===== src/rtl/bhp_pkg.sv =====
// Shared definitions for the bitstream header parser: scan states,
// outcome codes, fixed signature bytes and section-letter constants.
// Assumes the signature and compressed magic are fixed by the file format.
package bhp_pkg;

    typedef enum logic [2:0] {
        ST_IDLE,
        ST_PRE,
        ST_TYPE,
        ST_LEN,
        ST_SKIP
    } scan_st_t;

    typedef enum logic [1:0] {
        OUT_HIT,
        OUT_MISS,
        OUT_ERR,
        OUT_GZ
    } scan_out_t;

    localparam int SIG_LEN = 13;
    localparam int GZ_LEN  = 3;

    localparam logic [7:0] SEC_FIRST = 8'h61;
    localparam logic [7:0] SEC_LAST  = 8'h65;
    localparam logic [7:0] SEC_LONG  = 8'h65;

    // Signature byte at a given position.
    function automatic logic [7:0] sig_byte(input logic [3:0] idx);
        logic [7:0] b;
        case (idx)
            4'd1:                         b = 8'h09;
            4'd2, 4'd4, 4'd6, 4'd8:       b = 8'h0F;
            4'd3, 4'd5, 4'd7, 4'd9:       b = 8'hF0;
            4'd12:                        b = 8'h01;
            default:                      b = 8'h00;
        endcase
        return b;
    endfunction

    // Compressed-image magic byte at a given position.
    function automatic logic [7:0] gz_byte(input logic [3:0] idx);
        logic [7:0] b;
        case (idx)
            4'd0:    b = 8'h1F;
            4'd1:    b = 8'h8B;
            default: b = 8'h08;
        endcase
        return b;
    endfunction

endpackage


===== src/rtl/bhp_magic_match.sv =====
// Tracks the opening bytes against both the fixed signature and the
// compressed magic. Match results for the current byte are combinational
// so that the top can end the search on the very byte that breaks both.
// Assumes 'step' is raised only for accepted bytes during the opening phase.
module bhp_magic_match
    import bhp_pkg::*;
(
    input  logic       clk,
    input  logic       rst_n,
    input  logic       clear,
    input  logic       step,
    input  logic [7:0] byte_i,
    output logic       sig_live_o,
    output logic       gz_live_o,
    output logic       sig_last_o,
    output logic       gz_last_o
);

    logic [3:0] idx_q;
    logic       sig_alive_q;
    logic       gz_alive_q;

    // Current-byte match against both candidate openings.
    always_comb begin
        sig_live_o = sig_alive_q && (byte_i == sig_byte(idx_q));
        gz_live_o  = gz_alive_q && (idx_q < 4'(GZ_LEN)) && (byte_i == gz_byte(idx_q));
        sig_last_o = (idx_q == 4'(SIG_LEN - 1));
        gz_last_o  = (idx_q == 4'(GZ_LEN - 1));
    end

    // Position counter and survival flags for each candidate.
    always_ff @(posedge clk) begin
        if (!rst_n) begin
            idx_q       <= '0;
            sig_alive_q <= 1'b0;
            gz_alive_q  <= 1'b0;
        end else if (clear) begin
            idx_q       <= '0;
            sig_alive_q <= 1'b1;
            gz_alive_q  <= 1'b1;
        end else if (step) begin
            idx_q       <= idx_q + 4'd1;
            sig_alive_q <= sig_live_o;
            gz_alive_q  <= gz_live_o;
        end
    end

endmodule


===== src/rtl/bhp_len_shift.sv =====
// Assembles a big-endian length field one byte at a time. The value that
// includes the byte on the input is offered combinationally so the top can
// judge the complete length on the cycle its last byte is accepted.
// Assumes 'clear' precedes each new field.
module bhp_len_shift #(
    parameter int LEN_W = 32
) (
    input  logic             clk,
    input  logic             rst_n,
    input  logic             clear,
    input  logic             shift,
    input  logic [7:0]       byte_i,
    output logic [LEN_W-1:0] next_o
);

    logic [LEN_W-1:0] val_q;

    // Value including the byte now on the input.
    always_comb begin
        next_o = {val_q[LEN_W-9:0], byte_i};
    end

    // Accumulator register.
    always_ff @(posedge clk) begin
        if (!rst_n) begin
            val_q <= '0;
        end else if (clear) begin
            val_q <= '0;
        end else if (shift) begin
            val_q <= next_o;
        end
    end

endmodule


===== src/rtl/bhp_budget.sv =====
// Counts bytes taken after the signature and reports when the scan budget
// is used up. Assumes 'inc' is never raised once 'spent_o' is high.
module bhp_budget #(
    parameter int LIMIT = 100
) (
    input  logic clk,
    input  logic rst_n,
    input  logic clear,
    input  logic inc,
    output logic spent_o
);

    localparam int CNT_W = $clog2(LIMIT + 1);

    logic [CNT_W-1:0] cnt_q;

    // Budget exhausted flag.
    always_comb begin
        spent_o = (cnt_q >= CNT_W'(LIMIT));
    end

    // Byte counter.
    always_ff @(posedge clk) begin
        if (!rst_n) begin
            cnt_q <= '0;
        end else if (clear) begin
            cnt_q <= '0;
        end else if (inc) begin
            cnt_q <= cnt_q + CNT_W'(1);
        end
    end

endmodule


===== src/rtl/bitfile_hdr_scan.sv =====
// Top of the bitstream header parser. Checks the opening signature, then
// walks type/length/content sections until the requested letter is found,
// a sanity limit trips, or the byte budget runs out. Stops consuming right
// after the matching length field. Assumes one search at a time; start is
// honoured only while idle.
module bitfile_hdr_scan
    import bhp_pkg::*;
#(
    parameter int LEN_W      = 32,
    parameter int SCAN_LIMIT = 100,
    parameter int SHORT_MAX  = 255
) (
    input  logic             clk,
    input  logic             rst_n,
    input  logic             start,
    input  logic [7:0]       want_sec,
    input  logic             in_valid,
    input  logic [7:0]       in_data,
    output logic             in_ready,
    output logic             done,
    output logic             found,
    output logic             miss,
    output logic             err,
    output logic             gz,
    output logic [LEN_W-1:0] sec_len
);

    localparam int LB_W = 3;

    scan_st_t         state_q, state_d;
    scan_out_t        code;
    logic             fin;
    logic [7:0]       want_q;
    logic [7:0]       type_q;
    logic [LB_W-1:0]  lrem_q;
    logic [LEN_W-1:0] skip_q;

    logic             launch, take, in_body, spent;
    logic             sig_live, gz_live, sig_last, gz_last;
    logic             type_ok;
    logic [LEN_W-1:0] len_next;

    bhp_magic_match u_magic (
        .clk        (clk),
        .rst_n      (rst_n),
        .clear      (launch),
        .step       (take && (state_q == ST_PRE)),
        .byte_i     (in_data),
        .sig_live_o (sig_live),
        .gz_live_o  (gz_live),
        .sig_last_o (sig_last),
        .gz_last_o  (gz_last)
    );

    bhp_len_shift #(.LEN_W(LEN_W)) u_len (
        .clk    (clk),
        .rst_n  (rst_n),
        .clear  (take && (state_q == ST_TYPE)),
        .shift  (take && (state_q == ST_LEN)),
        .byte_i (in_data),
        .next_o (len_next)
    );

    bhp_budget #(.LIMIT(SCAN_LIMIT)) u_budget (
        .clk     (clk),
        .rst_n   (rst_n),
        .clear   (launch),
        .inc     (take && in_body),
        .spent_o (spent)
    );

    // Handshake and phase decode.
    always_comb begin
        launch   = start && (state_q == ST_IDLE);
        in_body  = (state_q == ST_TYPE) || (state_q == ST_LEN) || (state_q == ST_SKIP);
        in_ready = (state_q == ST_PRE) || (in_body && !spent);
        take     = in_valid && in_ready;
        type_ok  = (in_data >= SEC_FIRST) && (in_data <= SEC_LAST);
    end

    // Next state and end-of-search outcome.
    always_comb begin
        state_d = state_q;
        fin     = 1'b0;
        code    = OUT_MISS;
        case (state_q)
            ST_IDLE: begin
                if (start) state_d = ST_PRE;
            end
            ST_PRE: begin
                if (take) begin
                    if (!sig_live && !gz_live) begin
                        fin  = 1'b1;
                        code = OUT_ERR;
                    end else if (gz_live && gz_last) begin
                        fin  = 1'b1;
                        code = OUT_GZ;
                    end else if (sig_live && sig_last) begin
                        state_d = ST_TYPE;
                    end
                end
            end
            ST_TYPE: begin
                if (spent) begin
                    fin = 1'b1;
                end else if (take) begin
                    if (!type_ok) fin = 1'b1;
                    else          state_d = ST_LEN;
                end
            end
            ST_LEN: begin
                if (spent) begin
                    fin = 1'b1;
                end else if (take && (lrem_q == LB_W'(1))) begin
                    if ((type_q != SEC_LONG) && (len_next > LEN_W'(SHORT_MAX))) begin
                        fin  = 1'b1;
                        code = OUT_ERR;
                    end else if (type_q == want_q) begin
                        fin  = 1'b1;
                        code = OUT_HIT;
                    end else if (len_next == '0) begin
                        state_d = ST_TYPE;
                    end else begin
                        state_d = ST_SKIP;
                    end
                end
            end
            ST_SKIP: begin
                if (spent) begin
                    fin = 1'b1;
                end else if (take && (skip_q == LEN_W'(1))) begin
                    state_d = ST_TYPE;
                end
            end
            default: state_d = ST_IDLE;
        endcase
        if (fin) state_d = ST_IDLE;
    end

    // State, section bookkeeping and result registers.
    always_ff @(posedge clk) begin
        if (!rst_n) begin
            state_q <= ST_IDLE;
            want_q  <= '0;
            type_q  <= '0;
            lrem_q  <= '0;
            skip_q  <= '0;
            done    <= 1'b0;
            found   <= 1'b0;
            miss    <= 1'b0;
            err     <= 1'b0;
            gz      <= 1'b0;
            sec_len <= '0;
        end else begin
            state_q <= state_d;
            done    <= fin;
            if (launch) begin
                want_q  <= want_sec;
                found   <= 1'b0;
                miss    <= 1'b0;
                err     <= 1'b0;
                gz      <= 1'b0;
                sec_len <= '0;
            end
            if (fin) begin
                case (code)
                    OUT_HIT: begin
                        found   <= 1'b1;
                        sec_len <= len_next;
                    end
                    OUT_ERR:  err  <= 1'b1;
                    OUT_GZ:   gz   <= 1'b1;
                    default:  miss <= 1'b1;
                endcase
            end
            if (take && (state_q == ST_TYPE)) begin
                type_q <= in_data;
                lrem_q <= (in_data == SEC_LONG) ? LB_W'(4) : LB_W'(2);
            end
            if (take && (state_q == ST_LEN)) begin
                lrem_q <= lrem_q - LB_W'(1);
                if (lrem_q == LB_W'(1)) skip_q <= len_next;
            end
            if (take && (state_q == ST_SKIP)) begin
                skip_q <= skip_q - LEN_W'(1);
            end
        end
    end

endmodule


===== config.mk =====
export PLATFORM = sky130hd
export DESIGN_NAME = bitfile_hdr_scan
export DESIGN_NICKNAME = d
export VERILOG_FILES = /design/src/rtl/bhp_pkg.sv /design/src/rtl/bhp_magic_match.sv /design/src/rtl/bhp_len_shift.sv /design/src/rtl/bhp_budget.sv /design/src/rtl/bitfile_hdr_scan.sv
export SDC_FILE = /design/constraint.sdc
export NUM_CORES = 1
export LEC_CHECK = 0
export BUFFER_PORTS_ARGS = -buffer_cell sky130_fd_sc_hd__buf_4
export CORE_MARGIN = 4
export CORE_UTILIZATION = 35
export DETAILED_ROUTE_END_ITERATION = 12
export SLEW_MARGIN = 15
export SYNTH_ARGS = -nofsm -noshare
export SYNTH_HDL_FRONTEND = slang
export SYNTH_HIERARCHICAL = 1
export SYNTH_SLANG_ARGS = --single-unit

===== constraint.sdc =====
create_clock -name clk -period 6.63 [get_ports clk]
set_input_delay 0 -clock clk [delete_from_list [all_inputs] [get_ports clk]]
set_output_delay 0 -clock clk [all_outputs]
set_load 0.1 [all_outputs]

# Word level (Yosys, flattened, before mapping)
# Memory sizes are Yosys's and may differ from the RTL's. A register that Yosys moved wholly into a read port is not among the register bits.
# Cells that the tools add are included.
# word_totals
regBits	128
mem_bits_ro	128
in_bits	20
out_inout_bits	38
wordCells	159
n_memories	1
# mem_list
memory	depth	word_bits	rd	rd_clocked_by_memory_dff	wr	line_no	text
(name not given)	16	8	1	1	0	bhp_pkg.sv:31	case (idx)
# op_classes
n_addsub	4
order_cmp	5
n_eq_ne	30
muxes	64
bitwise_logic	1
n_reduce_logical	38
# op_table
operator	count
32-bit 2-to-1 mux	6
3-bit 2-to-1 mux	18
32-bit by 1-bit equality test with 1-bit output (second input constant)	1
32-bit by 8-bit > comparator with 1-bit output (second input constant)	1
32-bit zero test	1
32-bit by 1-bit subtractor with 32-bit output (second input constant)	1
1-bit 2-to-1 mux	28
2-bit != test (second input constant)	13
8-bit equality test	3
1-bit logical AND	18
8-bit case mux with 2 select lines	1
3-bit case mux with 5 select lines	1
14-bit AND reduction	1
2-bit 2-to-1 mux	6
8-bit by 7-bit equality test with 1-bit output (second input constant)	1
8-bit by 7-bit >= comparator with 1-bit output (second input constant)	1
8-bit by 7-bit <= comparator with 1-bit output (second input constant)	1
4-bit 2-to-1 mux	2
8-bit by 7-bit != test with 1-bit output (second input constant)	1
2-bit nonzero test	4
7-bit by 1-bit adder with 7-bit output (second input constant)	1
7-bit >= comparator (second input constant)	1
3-bit by 1-bit equality test with 1-bit output (second input constant)	2
3-bit by 2-bit equality test with 1-bit output (second input constant)	2
other kinds (20)	27

# Longest topological paths before layout
# Gate-level depths: netlist of the first run.
# depth
word_depth	14
mapped_depth	11
ltp_nobuf	11

# Hierarchy
# Netlist of the first run, hierarchy kept.
# by_module_without_submodules
mod	n_inst	cells_per_inst	area_each_um2	seq_area_each_um2
bitfile_hdr_scan	1	578	4648.2	1821.7
bhp_len_shift	1	87	955.9	480.5
bhp_magic_match	1	78	685.7	200.2
bhp_budget	1	36	332.8	140.1

# Worst setup path before layout of the first run
# Ideal clock, no wire load.
# synth_path
path_kind	reg-to-reg
from	register state_q[1]
to	register (tool-made name)
setup_ns	0.128
t_arrival_ns	2.482
required_ns	6.502
setup_slack_ns	4.020
path_stages_with_launch	12
path_buffers	3
synth_period_minus_slack_ns	2.610
path_cell_list	dfxtp_1 clkbuf_1 or4b_2 clkbuf_1 clkbuf_1 clkinv_1 nand2b_1 nor2_1 inv_1 ha_1 mux2i_1 mux2i_1
# synth_lines
item	line_no	text
from (decl)	bitfile_hdr_scan.sv:30	scan_st_t state_q, state_d;
from (signal assigned)	bitfile_hdr_scan.sv:155	state_q <= state_d;

==> key figures, run 1 <==
Outcome
  – Status: completed

Synth
  – Synth Instances: 779
  – FF+latch count, synth: about 130
  – Register area share after synthesis: 0.399
  – Synth unique cells: 74
  – Synthesized Nets: 813
  – Primary FF master, synth: dfxtp_1
  – Post-synth EDFFs: 0
  – Cell Area, Synth: 6620 um2
  – Mean Syn Cell Area: 8.50 um2
  – Synth async-reset ratio: 0
  – Synthesis warning total: 6

Global route
  – Total gr overflow: 0
  – Vias in the first global route: approximately 5.6k
  – First-pass GRT wire length: 29.4 mm
  – Largest net degree at the start of global routing: 81
  – Gr usage total: 0.169
  – Antenna violations before repair: 0

Power and ir drop
  – Max VDD drop: roughly 0.18 mV
  – Pwr per Cell Area: roughly 260 nW/um2
  – LEAKAGE: roughly 3.3 nW

CTS
  – Clk_lat worst skew: 0.42 ns
  – Num CTS Buffers: 17
  – Maximum buffer depth of the clock tree: 2
  – Clock-pin slew on the worst setup and hold paths: ~0.060 ns
  – H-tree depth: 4
  – CTS tree: built
  – Root Buffer: clkbuf_16
  – Sink count of the clock tree: roughly 130
  – Setup bufs post-CTS: 0

STA
  – Hold Violations, Final: 0
  – Final setup fails: 0
  – Slew headroom: 0.320
  – Post-layout min period: approximately 3.3 ns
  – Peak Freq: between 0.3 and 0.4 GHz
  – Fin worst setup slack: about 3.3 ns
  – Fin Setup TNS: 0 ns
  – Pins Over Slew Limit: 0
  – RSZ-0062 raised after global routing: false
  – Clk_skew: between 0.006 and 0.007 ns
  – Crit share post-route: 0.500
  – Least-Margin Pin Slew: approximately 1.0 ns

Floorplan
  – Starting density of the core: 0.355
  – Row cnt: 50
  – Ports: 58
  – Die ar.: 21200 um2
  – Area of the core: 18600 um2
  – Die W: ~150 um
  – Die height: roughly 150 um

Finish
  – Layout cell share with drive strength beyond 1: 0.139
  – Diodes inserted: 0
  – Commonest non-fill, non-tap cell in the layout: dfxtp_1
  – Final Cell Area: ~7900 um2
  – Most frequent cells in the layout: 132 x dfxtp_1, 111 x nor2_1, 64 x buf_4, 62 x mux2i_1, 60 x nand2_1
  – Fillers: 1882
  – Nets@finish: between 800 and 900
  – Multi-input logic area: around 3600 um2
  – Register area: about 2600 um2
  – Area growth syn-to-layout: 19.5%

Routing
  – Via count: 5745
  – Routed vias/inst: around 5.3
  – Final antenna-violating net count: 0
  – Post-Route WL: between 15 and 20 mm
  – First-pass DRT Iterations: 5
  – Detailed-route DRC error count: 0
  – DRT iter0 DRCs: 440
  – Avg WL per Cell: 16.5 um

Worst hold path
  – Worst Hold Launch: in_valid
  – Worst Hold Class: in -> reg

Place
  – Detail Placement HPWL: 11.4 mm
  – GP Congestion: about 0.8
  – Placement Cell Area: approximately 7100 um2
  – Buffers on Ports: 57
  – Place WS: 3.35 ns

Critical path
  – Most used cell, CP: mux2i_1
  – Worst-path fanout max: 45
  – CP Capture Type: register
  – Critical path launch point type: register
  – R2R setup slack: 3.32 ns
  – CP top delay family: simple AND/OR/NAND/NOR gates
  – Worst setup path startpoint: state_q[0]
  – R2R Path Start: state_q[0]
  – Critical path's largest stage delay: about 0.82 ns
  – Setup CP Type: reg -> reg
  – Crit path buf inv count: 3
  – Sequence of cells on the critical path: or4b_2 > buf_4 > clkinv_1 > nand2b_1 > nor2_1 > inv_1 > ha_1 > mux2i_1 > mux2i_1
  – Slowest-stage cell, CP: dfxtp_1
  – Required time of the critical path: 6.93 ns
  – Critical Path AT: roughly 3.6 ns

Run
  – Max Cap Viol: 0
[worst reg2reg max path, cell delays in order (launching register included)]
cell and delay, ns:
dfxtp_1 0.82, or4b_2 0.27, buf_4 0.38, clkinv_1 0.42, nand2b_1 0.36, nor2_1 0.28
inv_1 0.10, ha_1 0.30, mux2i_1 0.17, mux2i_1 0.10
[final timing paths]
check                                  to  depth (start not counted)
worst min-delay path                 miss                          4
worst max register to register   register                          9
worst max-delay path             register                          9
worst min register to register  lrem_q[1]                          2
[cell type report]
cell class,instances,area share
flip-flops and latches,132,0.334
clock buffers,20,0.0590
clock inverters,12,0.0223
multi-input cells,577,0.456
inverters,19,0.00901
repair buffers,81,0.0822
well taps,234,0.0370
[Yosys cell counts, types with 2 or more instances]
cell type  instances  area, um2
dfxtp_1          132       2640
nor2_1           111        417
mux2i_1           62        621
nand2_1           60        225
a21oi_1           57        285
o21ai_0           38        190
and2_1            37        231
clkbuf_1          33        124
inv_1             17       63.8
nor3_1            17       85.1
nor4_1            17        106
ha_1              14        175
xor2_1            14        123
a31oi_1           13       81.3
nand3_1           10       50.1
buf_4              9       67.6
nand4_1            9       56.3
nor2b_1            8       50.1
and3_1             7       43.8
nand2b_1           7       43.8
or3_1              7       43.8
a211oi_1           5       37.5
a22oi_1            5       37.5
a32oi_1            5       43.8
buf_6              5       56.3
o31a_1             5       43.8
xnor2_1            5       43.8
or4_1              4       30.0
a222oi_1           3       30.0
a311oi_1           3       26.3
o211ai_1           3       22.5
o2bb2ai_1          3       26.3
o311ai_0           3       26.3
or2_2              3       18.8
a21boi_0           2       15.0
buf_12             2       40.0
nor4_2             2       25.0
nor4b_1            2       17.5
nor4bb_1           2       20.0
o21a_1             2       15.0
o31ai_1            2       15.0
or3b_2             2       17.5
[repair_timing]
action	4_1_cts	5_1_grt
endpoints found under the hold margin	45	0
hold buffers	17	0
gates resized for setup	0	0
[registers in the layout, summed over array words and instances, names as in the netlist, named ones only]
register / flops
skip_q: 32
state_q: 3
lrem_q: 3
sec_len: 32
type_q: 8
want_q: 8
done: 1
gz: 1
u_magic/sig_alive_q: 1
miss: 1
err: 1
u_magic/gz_alive_q: 1
u_magic/idx_q: 4
found: 1
u_len/val_q: 24
u_budget/cnt_q: 7
[cells by family after synthesis]
logic type                 count (synthesis)  share of synthesized area
AOI/OAI and AO/OA                        162                      0.153
xor gates and xnor gates                  19                     0.0251
adders and majority gates                 14                     0.0265
buffers and inverters                     70                     0.0557
DFF                                      132                      0.399
muxes                                     63                     0.0954
and+or+nand+nor                          319                      0.245
[per-stage QoR]
step	total power [mW]	cells	hold WS, ns	util
6_report	2.02	1075	0.145	0.424
5_1_grt	2.09	1075	0.179	0.424
4_1_cts	2.04	1075	0.132	0.424
3_5_place_dp	1.01	1026	0.263	0.381
3_3_place_gp	1.01	1026	0.259	0.381
2_1_floorplan	0.958	779	0.136	-
[layer usage]
layer | share of wire | vias to the layer above | track usage
met5 | 0 | - | 0
met4 | 0.017 | 0 | 0.0589
met3 | 0.035 | 15 | 0.0296
met2 | 0.47 | 124 | 0.275
met1 | 0.48 | 2743 | 0.227
li1 | - | 2863 | -
[report_power, final]
part	total (mW)	leakage [nW]	internal [mW]	switching, mW
sequential	0.827	1.07	0.807	0.0200
combinational	0.174	1.89	0.0542	0.120
clock	1.02	0.312	0.659	0.358
total	2.02	3.27	1.52	0.498
(Power assumes the default switching activity.)
==> inputs of run 2 (changes only) <==
Clock period 6.63 ns to 3.1 ns, I/O delays scaled along.
==> run 2 against run 1 <==
Cell count increased by 1.2%. Worst setup slack got worse by 2.9 ns. Largest cell class unchanged. Via count grew 1.6%. Clock power up 110%. Clock skew grew 0.0018 ns. Largest power group unchanged. Routed wire length shrank 0.25%. Register-to-register slack got worse by 2.9 ns. Fmax is 23% higher. Critical path depth fell by 1. Utilization rose by 0.42 points. Power grew 110%.
==> key figures, run 2 (synthesis results as in run 1) <==
Routing
  – Avg WL per Cell: around 16 um
  – DRT iter0 DRCs: between 400 and 500
  – Via count: 5836
  – Post-Route WL: between 15 and 20 mm
  – Final antenna-violating net count: 0
  – First-pass DRT Iterations: 7
  – Detailed-route DRC error count: 0
  – Routed vias/inst: 5.36

STA
  – RSZ-0062 raised after global routing: false
  – Clk_skew: approximately 0.0087 ns
  – Post-layout min period: 2.69 ns
  – Peak Freq: 0.372 GHz
  – Hold Violations, Final: 0
  – Least-Margin Pin Slew: ~0.84 ns
  – Final setup fails: 0
  – Slew headroom: 0.436
  – Crit share post-route: 0.867
  – Pins Over Slew Limit: 0
  – Fin Setup TNS: 0 ns

Finish
  – Diodes inserted: 0
  – Layout cell share with drive strength beyond 1: 0.152
  – Nets@finish: 875
  – Area growth syn-to-layout: 20.6%
  – Largest registers: sec_len x32, skip_q x32, u_len/val_q x24
  – Commonest non-fill, non-tap cell in the layout: dfxtp_1
  – Fillers: approximately 1.9k
  – Most frequent cells in the layout: 132 x dfxtp_1, 111 x nor2_1, 77 x buf_4, 62 x mux2i_1, 60 x nand2_1
  – Final Cell Area: 7990 um2

Power and ir drop
  – Pwr per Cell Area: roughly 540 nW/um2
  – Sw frac: 0.258
  – Clock network power share: 0.495
  – Psw: 1.11 mW
  – LEAKAGE: roughly 3.3 nW
  – Internal power: ~3.2 mW
  – Combinational Power Share: 0.097
  – Max VDD drop: between 0.3 and 0.4 mV
  – Sequential power share: 0.409

Critical path
  – R2R setup slack: between 0.4 and 0.5 ns
  – Reg-to-reg endpoint: skip_q[24]
  – Critical path launch point type: register
  – CP Capture Type: register
  – Critical Path AT: ~3 ns
  – Sequence of cells on the critical path: inv_1 > ha_1 > or3b_2 > nor4_1 > nand4_1 > nor2_1 > mux2_2 > a21oi_1
  – Critical path's largest stage delay: roughly 0.51 ns
  – Setup CP Type: reg -> reg
  – Slowest-stage cell, CP: or3b_2
  – Worst Reg-to-Reg Cells: 8
  – Required time of the critical path: 3.44 ns
  – Worst-path fanout max: 6
  – R2R Path Start: skip_q[0]

CTS
  – H-tree depth: 4
  – CTS tree: built
  – Sink count of the clock tree: 132
  – Maximum buffer depth of the clock tree: 2
  – Num CTS Buffers: 17
  – Clock-pin slew on the worst setup and hold paths: approximately 0.060 ns
  – Clk_lat worst skew: approximately 0.42 ns
  – Root Buffer: clkbuf_16

Place
  – Buffers on Ports: 57
  – GP Congestion: roughly 0.84
  – Detail Placement HPWL: 11.9 mm
  – Placement Cell Area: 7200 um2

Global route
  – Gr usage total: 0.169
  – Antenna violations before repair: 0
  – Vias in the first global route: approximately 5.5k
  – Total gr overflow: 0
  – First-pass GRT wire length: 29.6 mm
  – Largest net degree at the start of global routing: between 40 and 50

Run
  – Max Cap Viol: 0

Floorplan
  – Die height: around 150 um
  – Starting density of the core: 0.355
  – Ports: 58
  – Row cnt: 50
  – Die ar.: around 21000 um2
  – Area of the core: ~19000 um2
  – Die W: ~150 um

Worst hold path
  – Worst hold endpoint: miss
  – Worst Hold Class: in -> reg
  – Worst Hold Launch: in_valid
  – Min-Delay Path Depth: 4

Outcome
  – Status: completed
[run 2: changes by cell type in the layout (fill, tap and decap cells not counted), sizes merged]
cell / change
inv: +3
clkbuf: -1
buf: +13
clkinv: -2
bufinv: -1
clkinvlp: +1
[run 2: final cells by class]
type,instances,area [um2],share of cell area
Multi-Input combinational cell,577,3610,0.452
Sequential cell,132,2640,0.331
Timing Repair Buffer,94,748,0.0937
Clock buffer,19,453,0.0567
Tap cell,234,293,0.0366
Clock inverter,13,170,0.0213
Inverter,19,71.3,0.00893
[run 2: how the worst max path moves through the flow]
stage | start | to | slack (ns) | depth (start not counted)
floorplan | state_q[1] | register | 0.49 | 11
global placement | skip_q[0] | skip_q[24] | 0.51 | 8
detailed placement | skip_q[0] | skip_q[24] | 0.45 | 8
CTS | skip_q[0] | skip_q[24] | 0.42 | 8
global route | skip_q[0] | skip_q[24] | 0.12 | 8
finish | skip_q[0] | skip_q[24] | 0.41 | 8
[run 2: critical path: cells and delay by family (launching register included)]
kind,cells,cell delay (ns)
buffers and inverters,1,0.10
multiplexers,1,0.34
flip-flops,1,0.33
adder cells (fa/ha/maj),1,0.18
AND/OR/NAND/NOR,4,1.51
AO/OA/AOI/OAI,1,0.14
[run 2: layer usage]
metal,part of all wire,GRT usage,vias to the layer above
met2,0.46,0.266,159
met4,0.015,0.0565,0
met1,0.48,0.236,2775
met5,0,0,-
li1,-,-,2883
met3,0.047,0.0302,19
[run 2: power by group through the flow]
stage	Sequential [mW]	Clock (mW)	Combinational [mW]
after floorplan	1.80	0	0.253
after global placement	1.79	0	0.398
after detailed placement	1.79	0	0.398
after CTS	1.75	2.16	0.415
after global routing	1.75	2.23	0.453
final	1.75	2.12	0.414
[run 2: through the flow]
step / instances / power [mW] / utilization / hold slack [ns] / worst slack (ns)
detailed placement: 1039 / 2.18 / 0.386 / 0.257 / 0.449
global route: 1088 / 4.43 / 0.429 / 0.190 / 0.121
floorplan: 779 / 2.05 / - / 0.136 / 0.490
global placement: 1039 / 2.18 / 0.386 / 0.249 / 0.507
CTS: 1088 / 4.32 / 0.429 / 0.122 / 0.419
finish: 1088 / 4.28 / 0.429 / 0.137 / 0.412
[run 2: timing repair]
item | in CTS | in global routing
resized for setup | 0 | 0
hold buffers | 17 | 0
buffers inserted | 0 | 0
hold endpoints to repair | 44 | 0
==> inputs of run 3 (changes only) <==
Settings changed: CORE_UTILIZATION 35 to 50, PLACE_DENSITY set to 0.69.
==> run 3 against run 2 <==
Register-to-register slack better by 0.11 ns. First-iteration DRC count up 60%. Hold slack better by 0.025 ns. Highest routed layer unchanged. Sequential cell count unchanged. Cell count down 6.4%. Cell area down 1.8%. Power down 1.5%. Global-route usage up 8.5 points. Clock power down 2%. Via count up 2.3%. Combinational power down 3%. Non-clock buffer count down 7.
==> key figures, run 3 (synthesis results as in run 1) <==
Floorplan
  – Die W: between 100 and 150 um
  – Starting density of the core: 0.518
  – Area of the core: 12800 um2
  – Ports: 58
  – Die height: roughly 120 um
  – Row cnt: 41
  – Die ar.: 15100 um2

Power and ir drop
  – Sequential power share: 0.414
  – Clock network power share: 0.491
  – Pwr per Cell Area: about 540 nW/um2
  – Combinational Power Share: 0.095
  – Psw: approximately 1.1 mW
  – Sw frac: 0.252
  – Internal power: approximately 3.2 mW
  – Tot Pwr: roughly 4.2 mW
  – Max VDD drop: between 0.3 and 0.4 mV
  – LEAKAGE: ~3.3 nW

STA
  – RSZ-0062 raised after global routing: false
  – Clk_skew: between 0.007 and 0.008 ns
  – Fin Setup TNS: 0 ns
  – Least-Margin Pin Slew: approximately 0.81 ns
  – Hold Violations, Final: 0
  – Crit share post-route: 0.830
  – Fin worst setup slack: approximately 0.53 ns
  – Slew headroom: 0.458
  – Pins Over Slew Limit: 0
  – Peak Freq: ~0.4 GHz
  – Final setup fails: 0
  – Post-layout min period: ~2.6 ns

Global route
  – Total gr overflow: 0
  – Vias in the first global route: 5758
  – Largest net degree at the start of global routing: 45
  – Gr usage total: 0.254
  – First-pass GRT wire length: approximately 30 mm
  – Antenna violations before repair: 0

Place
  – Buffers on Ports: 57
  – Placement Cell Area: 7070 um2
  – Detail Placement HPWL: roughly 12 mm
  – Place WS: 0.593 ns
  – GP Congestion: 0.899

Finish
  – Largest registers: sec_len x32, skip_q x32, u_len/val_q x24
  – Diodes inserted: 0
  – Final Cell Area: 7850 um2
  – Commonest non-fill, non-tap cell in the layout: dfxtp_1
  – Layout cell share with drive strength beyond 1: 0.143
  – Most frequent cells in the layout: 132 x dfxtp_1, 111 x nor2_1, 70 x buf_4, 62 x mux2i_1, 60 x nand2_1
  – Fin util: 0.614
  – Nets@finish: approximately 870
  – Area growth syn-to-layout: 18.5%

CTS
  – Sink count of the clock tree: between 100 and 150
  – H-tree depth: 4
  – Clock-pin slew on the worst setup and hold paths: ~0.05 ns
  – Clk_lat worst skew: ~0.42 ns
  – Root Buffer: clkbuf_16
  – PostCTS Resize Cnt: 0
  – Num CTS Buffers: 17
  – Maximum buffer depth of the clock tree: 2
  – CTS tree: built
  – Setup bufs post-CTS: 0

Critical path
  – Critical path launch point type: register
  – Worst setup path startpoint: u_budget/cnt_q[2]
  – Worst-path fanout max: 8
  – Critical Path AT: 2.91 ns
  – R2R Path Start: u_budget/cnt_q[2]
  – Setup CP Type: reg -> reg
  – Required time of the critical path: 3.43 ns
  – CP Capture Type: register
  – R2R setup slack: about 0.53 ns

Routing
  – Routed vias/inst: between 5 and 6
  – Via count: 5968
  – Detailed-route DRC error count: 0
  – Avg WL per Cell: around 18 um
  – Final antenna-violating net count: 0
  – DRT iter0 DRCs: 652
  – First-pass DRT Iterations: 8
  – Post-Route WL: between 15 and 20 mm

Outcome
  – Status: completed

Worst hold path
  – Worst Hold Class: in -> reg
  – Worst Hold Launch: in_valid

Run
  – Max Cap Viol: 0
==> run 3: what timing repair did <==
| item | CTS | global route |
|---|---|---|
| endpoints found under the hold margin | 39 | 0 |
| hold buffers | 17 | 0 |
| endpoints found under the setup margin | 0 | 0 |
==> run 3: final timing paths <==
kind                                   end  cells after the start
worst min-delay path                  miss                      4
worst max-delay path            state_q[0]                      7
worst max register to register  state_q[0]                      7
worst min register to register       found                      2
==> run 3: worst max-delay path, stage by stage (launching register included) <==
cell      delay, ns
dfxtp_1        0.35
o311a_1        0.48
nor3b_1        0.29
o311ai_0       0.31
nor2_1         0.23
a31oi_1        0.14
or4_1          0.51
a21boi_0       0.18
==> run 3: cell type report <==
cell class / instances / area (um2)
fill: 1097 / 4930
multi-input combinational: 577 / 3610
sequential: 132 / 2640
timing repair buffer: 87 / 696
clock buffer: 20 / 457
tap: 172 / 215
clock inverter: 11 / 153
inverter: 19 / 71.3
==> run 3: per-stage QoR <==
step           hold WS, ns  cells
4_1_cts              0.137   1018
3_5_place_dp         0.261    970
5_1_grt              0.165   1018
3_3_place_gp         0.256    970
2_1_floorplan        0.136    779
6_report             0.162   1018
==> run 3: power groups by stage <==
stage | clock [mW] | sequential (mW) | combinational (mW)
5_1_grt | 2.18 | 1.75 | 0.435
6_report | 2.07 | 1.75 | 0.400
3_3_place_gp | 0 | 1.78 | 0.371
3_5_place_dp | 0 | 1.79 | 0.379
2_1_floorplan | 0 | 1.80 | 0.253
4_1_cts | 2.10 | 1.75 | 0.398
==> run 3: metal layers <==
layer | part of all wire | track usage
met5 | 0 | 0
met4 | 0.031 | 0.0976
met3 | 0.061 | 0.0627
met2 | 0.47 | 0.413
met1 | 0.43 | 0.326
